<file path="config.mk">
export PLATFORM = sky130hd
export DESIGN_NAME = fft_bfly_scaled
export DESIGN_NICKNAME = d
export VERILOG_FILES = /design/src/rtl/fft_bfly_pkg.sv /design/src/rtl/fft_bfly_cmul.sv /design/src/rtl/fft_bfly_addsub.sv /design/src/rtl/fft_bfly_scaled.sv
export SDC_FILE = /design/constraint.sdc
export NUM_CORES = 2
export LEC_CHECK = 0
export ABC_AREA = 1
export BUFFER_PORTS_ARGS = -buffer_cell sky130_fd_sc_hd__buf_4
export CORE_MARGIN = 4
export CORE_UTILIZATION = 37
export CTS_CLUSTER_DIAMETER = 100
export DETAILED_ROUTE_END_ITERATION = 12
export HOLD_SLACK_MARGIN = 0.06
export PLACE_DENSITY = 0.58
export SLEW_MARGIN = 40
export SYNTH_ARGS = -nofsm -noshare
export SYNTH_HDL_FRONTEND = slang
export SYNTH_SLANG_ARGS = --single-unit
</file>
<file path="constraint.sdc">
create_clock -name clk_i -period 1.7 [get_ports clk_i]
set_input_delay 0.425 -clock clk_i [delete_from_list [all_inputs] [get_ports clk_i]]
set_output_delay 0.425 -clock clk_i [all_outputs]
set_load 0.02 [all_outputs]
</file>
<file path="src/rtl/fft_bfly_pkg.sv">
package fft_bfly_pkg;
  localparam int unsigned DATA_W  = 16;
  localparam int unsigned STAGE_W = 3;
  localparam int unsigned LATENCY = 3;
endpackage

</file>
<file path="src/rtl/fft_bfly_cmul.sv">
// Two-stage complex multiply: T = W*B rounded half-up to Q15.
module fft_bfly_cmul #(
  parameter int unsigned DW = 16,
  parameter int unsigned SW = 3,
  localparam int unsigned FRAC = DW - 1,
  localparam int unsigned PW   = 2 * DW,
  localparam int unsigned TW   = PW + 1 - FRAC
) (
  input  logic                 clk_i,
  input  logic                 rst_ni,
  input  logic                 v_i,
  input  logic signed [DW-1:0] a_re_i,
  input  logic signed [DW-1:0] a_im_i,
  input  logic signed [DW-1:0] b_re_i,
  input  logic signed [DW-1:0] b_im_i,
  input  logic signed [DW-1:0] w_re_i,
  input  logic signed [DW-1:0] w_im_i,
  input  logic [SW-1:0]        stg_i,
  output logic                 v_o,
  output logic signed [DW-1:0] a_re_o,
  output logic signed [DW-1:0] a_im_o,
  output logic signed [TW-1:0] t_re_o,
  output logic signed [TW-1:0] t_im_o,
  output logic [SW-1:0]        stg_o
);
  localparam logic signed [PW:0] RND = {{(PW+1-FRAC){1'b0}}, 1'b1, {(FRAC-1){1'b0}}};

  // product index: 0 = br*wr, 1 = bi*wi, 2 = br*wi, 3 = bi*wr
  logic signed [DW-1:0] op_x [4];
  logic signed [DW-1:0] op_y [4];
  logic signed [PW-1:0] prod_q [4];

  assign op_x[0] = b_re_i;  assign op_y[0] = w_re_i;
  assign op_x[1] = b_im_i;  assign op_y[1] = w_im_i;
  assign op_x[2] = b_re_i;  assign op_y[2] = w_im_i;
  assign op_x[3] = b_im_i;  assign op_y[3] = w_re_i;

  for (genvar g = 0; g < 4; g++) begin : g_mul
    always_ff @(posedge clk_i) prod_q[g] <= op_x[g] * op_y[g];
  end

  logic                 v1_q;
  logic signed [DW-1:0] a1_re_q, a1_im_q;
  logic [SW-1:0]        stg1_q;

  always_ff @(posedge clk_i or negedge rst_ni) begin
    if (!rst_ni) v1_q <= 1'b0;
    else         v1_q <= v_i;
  end

  always_ff @(posedge clk_i) begin
    a1_re_q <= a_re_i;
    a1_im_q <= a_im_i;
    stg1_q  <= stg_i;
  end

  logic signed [PW:0] sum_re, sum_im, rnd_re, rnd_im;

  always_comb begin
    sum_re = {prod_q[0][PW-1], prod_q[0]} - {prod_q[1][PW-1], prod_q[1]};
    sum_im = {prod_q[2][PW-1], prod_q[2]} + {prod_q[3][PW-1], prod_q[3]};
    rnd_re = sum_re + RND;
    rnd_im = sum_im + RND;
  end

  logic v2_q;
  always_ff @(posedge clk_i or negedge rst_ni) begin
    if (!rst_ni) v2_q <= 1'b0;
    else         v2_q <= v1_q;
  end

  always_ff @(posedge clk_i) begin
    t_re_o <= rnd_re[PW:FRAC];
    t_im_o <= rnd_im[PW:FRAC];
    a_re_o <= a1_re_q;
    a_im_o <= a1_im_q;
    stg_o  <= stg1_q;
  end

  assign v_o = v2_q;

  // valid moves one register per cycle through the multiplier
  assert_mul_valid_R6: assert property (@(posedge clk_i) disable iff (!rst_ni)
    v_i |=> v1_q);
  assert_rnd_valid_R6: assert property (@(posedge clk_i) disable iff (!rst_ni)
    v1_q |=> v_o);
  // rounding offset never lowers the value, and raises it by less than one LSB
  assert_round_bound_R2: assert property (@(posedge clk_i) disable iff (!rst_ni)
    v1_q |-> (rnd_re >= sum_re) && (rnd_im >= sum_im));
endmodule

</file>
<file path="src/rtl/fft_bfly_addsub.sv">
// Final stage: sum/difference at widened precision, halved by arithmetic shift.
module fft_bfly_addsub #(
  parameter int unsigned DW = 16,
  parameter int unsigned TW = 18
) (
  input  logic                 clk_i,
  input  logic                 rst_ni,
  input  logic                 v_i,
  input  logic signed [DW-1:0] a_re_i,
  input  logic signed [DW-1:0] a_im_i,
  input  logic signed [TW-1:0] t_re_i,
  input  logic signed [TW-1:0] t_im_i,
  output logic                 v_o,
  output logic signed [DW-1:0] x_re_o,
  output logic signed [DW-1:0] x_im_o,
  output logic signed [DW-1:0] y_re_o,
  output logic signed [DW-1:0] y_im_o
);
  localparam int unsigned SUMW = TW + 1;

  // lane 0 = real, lane 1 = imaginary; both use identical logic
  logic signed [DW-1:0] a_l [2];
  logic signed [TW-1:0] t_l [2];
  logic signed [DW-1:0] x_q [2];
  logic signed [DW-1:0] y_q [2];

  assign a_l[0] = a_re_i;  assign t_l[0] = t_re_i;
  assign a_l[1] = a_im_i;  assign t_l[1] = t_im_i;

  for (genvar g = 0; g < 2; g++) begin : g_lane
    logic signed [SUMW-1:0] a_ext, t_ext, s_w, d_w;
    logic signed [TW-1:0]   s_half, d_half;

    always_comb begin
      a_ext  = {{(SUMW-DW){a_l[g][DW-1]}}, a_l[g]};
      t_ext  = {t_l[g][TW-1], t_l[g]};
      s_w    = a_ext + t_ext;
      d_w    = a_ext - t_ext;
      s_half = s_w[SUMW-1:1];
      d_half = d_w[SUMW-1:1];
    end

    always_ff @(posedge clk_i) begin
      x_q[g] <= s_half[DW-1:0];
      y_q[g] <= d_half[DW-1:0];
    end

    // halved result fits the output word for in-range operands
    assert_no_overflow_R3: assert property (@(posedge clk_i) disable iff (!rst_ni)
      v_i |-> (s_half[TW-1:DW-1] == '0) || (s_half[TW-1:DW-1] == '1));
    assert_no_overflow_R4: assert property (@(posedge clk_i) disable iff (!rst_ni)
      v_i |-> (d_half[TW-1:DW-1] == '0) || (d_half[TW-1:DW-1] == '1));
  end

  always_ff @(posedge clk_i or negedge rst_ni) begin
    if (!rst_ni) v_o <= 1'b0;
    else         v_o <= v_i;
  end

  assign x_re_o = x_q[0];
  assign x_im_o = x_q[1];
  assign y_re_o = y_q[0];
  assign y_im_o = y_q[1];
endmodule

</file>
<file path="src/rtl/fft_bfly_scaled.sv">
module fft_bfly_scaled
  import fft_bfly_pkg::*;
#(
  parameter int unsigned DW = DATA_W,
  parameter int unsigned SW = STAGE_W,
  localparam int unsigned TW = DW + 2
) (
  input  logic                 clk_i,
  input  logic                 rst_ni,
  input  logic                 in_valid_i,
  input  logic signed [DW-1:0] a_re_i,
  input  logic signed [DW-1:0] a_im_i,
  input  logic signed [DW-1:0] b_re_i,
  input  logic signed [DW-1:0] b_im_i,
  input  logic signed [DW-1:0] w_re_i,
  input  logic signed [DW-1:0] w_im_i,
  input  logic [SW-1:0]        stage_i,
  output logic                 out_valid_o,
  output logic signed [DW-1:0] x_re_o,
  output logic signed [DW-1:0] x_im_o,
  output logic signed [DW-1:0] y_re_o,
  output logic signed [DW-1:0] y_im_o,
  output logic [SW-1:0]        stage_o,
  output logic [SW:0]          shift_total_o
);
  logic                 m_v;
  logic signed [DW-1:0] m_a_re, m_a_im;
  logic signed [TW-1:0] m_t_re, m_t_im;
  logic [SW-1:0]        m_stg;

  fft_bfly_cmul #(.DW(DW), .SW(SW)) u_cmul (
    .clk_i  (clk_i),
    .rst_ni (rst_ni),
    .v_i    (in_valid_i),
    .a_re_i (a_re_i),
    .a_im_i (a_im_i),
    .b_re_i (b_re_i),
    .b_im_i (b_im_i),
    .w_re_i (w_re_i),
    .w_im_i (w_im_i),
    .stg_i  (stage_i),
    .v_o    (m_v),
    .a_re_o (m_a_re),
    .a_im_o (m_a_im),
    .t_re_o (m_t_re),
    .t_im_o (m_t_im),
    .stg_o  (m_stg)
  );

  fft_bfly_addsub #(.DW(DW), .TW(TW)) u_addsub (
    .clk_i  (clk_i),
    .rst_ni (rst_ni),
    .v_i    (m_v),
    .a_re_i (m_a_re),
    .a_im_i (m_a_im),
    .t_re_i (m_t_re),
    .t_im_i (m_t_im),
    .v_o    (out_valid_o),
    .x_re_o (x_re_o),
    .x_im_o (x_im_o),
    .y_re_o (y_re_o),
    .y_im_o (y_im_o)
  );

  logic [SW-1:0] stg_q;
  always_ff @(posedge clk_i) stg_q <= m_stg;

  assign stage_o       = stg_q;
  assign shift_total_o = {1'b0, stg_q} + 1'b1;

  // fixed latency, both directions
  assert_latency_R6: assert property (@(posedge clk_i) disable iff (!rst_ni)
    in_valid_i |-> ##3 out_valid_o);
  assert_no_spurious_R6: assert property (@(posedge clk_i) disable iff (!rst_ni)
    !in_valid_i |-> ##3 !out_valid_o);
  // pass index stays aligned with its data
  assert_stage_align_R7: assert property (@(posedge clk_i) disable iff (!rst_ni)
    out_valid_o |-> stage_o == $past(stage_i, 3));
  // X + Y recovers A (or A-1) in both components
  assert_halve_re_R5: assert property (@(posedge clk_i) disable iff (!rst_ni)
    out_valid_o |->
      (({x_re_o[DW-1], x_re_o} + {y_re_o[DW-1], y_re_o} - $past({a_re_i[DW-1], a_re_i}, 3)) == '0) ||
      (({x_re_o[DW-1], x_re_o} + {y_re_o[DW-1], y_re_o} - $past({a_re_i[DW-1], a_re_i}, 3)) == '1));
  assert_halve_im_R5: assert property (@(posedge clk_i) disable iff (!rst_ni)
    out_valid_o |->
      (({x_im_o[DW-1], x_im_o} + {y_im_o[DW-1], y_im_o} - $past({a_im_i[DW-1], a_im_i}, 3)) == '0) ||
      (({x_im_o[DW-1], x_im_o} + {y_im_o[DW-1], y_im_o} - $past({a_im_i[DW-1], a_im_i}, 3)) == '1));
endmodule

</file>
==> results.tsv <==
metric	value	unit
FMAX	0.2049	GHz
WS Path Type	in -> reg	
CP max FO	8	
Post-synth EDFFs	0	
slowest CP cell	fa_2	
outcome	finished with violations	
DR WL/cell	17.26	microns
crit-path cells	buf_12, buf_4, nand2_4, inv_2, fa_2, buf_6, fa_1, fa_2, fa_1, fa_1, inv_1, fa_1, inv_2, ha_4, nand2_4, nor2_4, inv_2, buf_4, nor2_4, nand4_1, nand4_1, nand2_1	
H-tree depth	2	
GPL Wtd Cong	0.8943	
top_reg_cell synth	dfxtp_1	
Die X	401.2	microns
most frequent CP cell	fa_1	
Least-Margin Pin Slew	0.4158	ns
antenna-violating nets left	0	
YS warnings	0	
flop-to-flop setup slack	-0.61	ns
Worst Hold Class	in -> async	
commonest non-fill, non-tap cell in the layout	inv_1	
met1 wire length	88170	microns
WP data arrival	5.37	ns
WL met3	10140	microns
critical path startpoint category	input pin	
wire length on met2	84470	microns
diode count	0	
Top Ports	174	
Syn Nets	9245	
sequential area share after synthesis	0.1059	
CP required	2.19	ns
Syn-to-layout area delta	40.34	%
Final WS setup	-3.181	ns
Num CTS Buffers	39	
Final Cell Area	80280	sq um
clock-pin slew on the worst setup and hold paths	0.06	ns
drt first pass iters	5	
Setup crit end kind	flop	
CP Buf/Inv Count	8	
Die Area	161000	sq um
Detail Placement HPWL	153300	microns
Clock Skew	0.03611	ns
Root Driver	clkbuf_16	
failing checks	setup timing	
All-Layer GR Usage	0.2350	
Post-Syn Area	57210	sq um
# fillers	14510	
reg2reg start	u_cmul.prod_q[2][23]	
Avg Cell Area, Syn	7.543	sq um
max layer used	met4	
Via density	4.636	
period utilisation layout	2.871	
Placeable Area	153900	sq um
Crit path max-delay family	adder cells	
num rows	144	
Setup-failing EPs final	193	
vias in the first global route	52850	
Max Cap Viol	0	
r2r worst-path depth	11	
clock tree from TritonCTS	built	
die height	401.2	microns
Clk Latency, worst-skew pair	0.61	ns
Initial Util	0.3718	
first-pass GRT wire length	297900	microns
drt drc	0	
Seq cells post-synth	302	
fin crit period	4.881	ns
Post-DP Area	72150	sq um
initial antenna violation count	2	
delay of the slowest critical-path stage	0.61	ns
final core occ	0.5218	
clock buffer depth	3	
asr flop ratio synth	0.009934	
Distinct cells, synth	43	
Hold Violations, Final	0	
commonest cells after routing, fill and taps aside	inv_1 (1898), nand2_1 (1788), buf_4 (1061)	
routed wire length	187900	microns
Clock Sinks	302	
Final Max Slew Viols	0	
Overflow after GRT	0	
unrepaired setup endpoints after global routing	true	
DRT iter0 DRCs	3190	
Cells after Synth	7584	
largest net degree at the start of global routing	27	
max_slew headroom	0.7199	
Port Buffers	173	
Critical R2R Capture	u_cmul.t_im_o[10]	
share of cells above drive strength 1	0.3066	
detailed-route via count	50460	
Nets	10470	
layer usage:
layer / track usage / up-vias
met4: 0.05848 / 0
met5: 0 / -
met1: 0.3447 / 24670
met3: 0.02281 / 167
met2: 0.3731 / 1240
li1: - / 24380
Yosys cell counts (6+ instances only):
cell type  instances  area, sq um
a21boi_0           7        52.55
inv_2             19        71.32
o21ai_0           85        425.4
clkbuf_1         189        709.4
dfxtp_1          299         5986
ha_1             507         6344
nand2_2           16        100.1
nor4_1            11        68.82
nand2_1         2118         7950
nor2_2            17        106.4
fa_1            1052        21060
xnor2_1           27        236.5
a21oi_1          221         1106
inv_1           2154         8085
nor2_1           282         1059
a21o_1             7        52.55
xor2_1           116         1016
o21ai_2            6        52.55
o21ai_1            8        40.04
nor3_1            42        210.2
nand4_1           71        444.2
nand3b_1          13        97.59
buf_2              6        30.03
and2_1             8        50.05
nand3_2            6        60.06
nand3_1          214         1071
a21oi_2            9        78.83
o21bai_1          38        285.3
cell type report:
class                           count  area, sq um  area share
Multi-Input combinational cell   4905        48730      0.6070
Tap cell                         2044         2557     0.03186
Clock inverter                     25        330.3    0.004114
Clock buffer                       46         1044     0.01300
Timing Repair Buffer             1388        13330      0.1661
Sequential cell                   302         6061     0.07549
Inverter                         2175         8224      0.1024
cells by family after synthesis:
family                   after synthesis  synth area share
AND/OR/NAND/NOR                     2815            0.1987
buffers and inverters               2377            0.1566
adder cells (fa/ha/maj)             1559            0.4790
AO/OA/AOI/OAI                        388           0.03779
flip-flops                           302            0.1059
XOR/XNOR                             143           0.02189
per-stage QoR:
step	hold slack, ns	setup TNS [ns]	cells	setup slack, ns
after floorplan	0.1294	-310.90	7584	-3.355
after global placement	0.2127	-414.16	10590	-4.103
after detailed placement	0.2180	-417.59	10590	-4.058
after CTS	0.1265	-316.81	10840	-3.087
after global routing	0.1474	-347.30	10890	-3.341
final	0.1708	-321.19	10890	-3.181
flip-flops by register name, indices dropped and copies added, names as in the netlist:
name and count:
u_cmul.t_im_o 17, u_cmul.a1_re_q 16, stage_o 3, u_addsub.x_q 32, u_cmul.v1_q 1, u_cmul.prod_q 128, u_cmul.a1_im_q 16, u_cmul.t_re_o 17
u_cmul.v_o 1, u_cmul.a_re_o 16, u_cmul.a_im_o 16, u_cmul.stg1_q 3, u_cmul.stg_o 3, u_addsub.v_o 1, u_addsub.y_q 32
what timing repair did:
item | CTS | global route
pin swaps | 447 | 300
hold buffers | 37 | 0
buffers inserted | 137 | 44
endpoints found under the setup margin | 195 | 204
gates resized for setup | 874 | 282
endpoints found under the hold margin | 39 | 0
cloned | 20 | 2
worst max path at each step:
stage	slack, ns	depth (start not counted)	end	from
after floorplan	-3.35	22	u_cmul.prod_q[1][31]	w_im_i[3]
after global placement	-4.10	21	u_cmul.prod_q[1][22]	b_im_i[15]
after detailed placement	-4.06	19	u_cmul.prod_q[1][25]	b_im_i[15]
after CTS	-3.09	20	u_cmul.prod_q[3][31]	b_im_i[15]
after global routing	-3.34	27	u_cmul.prod_q[3][31]	b_im_i[15]
final	-3.18	22	u_cmul.prod_q[1][25]	b_im_i[15]
Power is left out: the tool's default activity adds up to more than one toggle a clock period on the data nets, which glitch-free logic cannot reach.
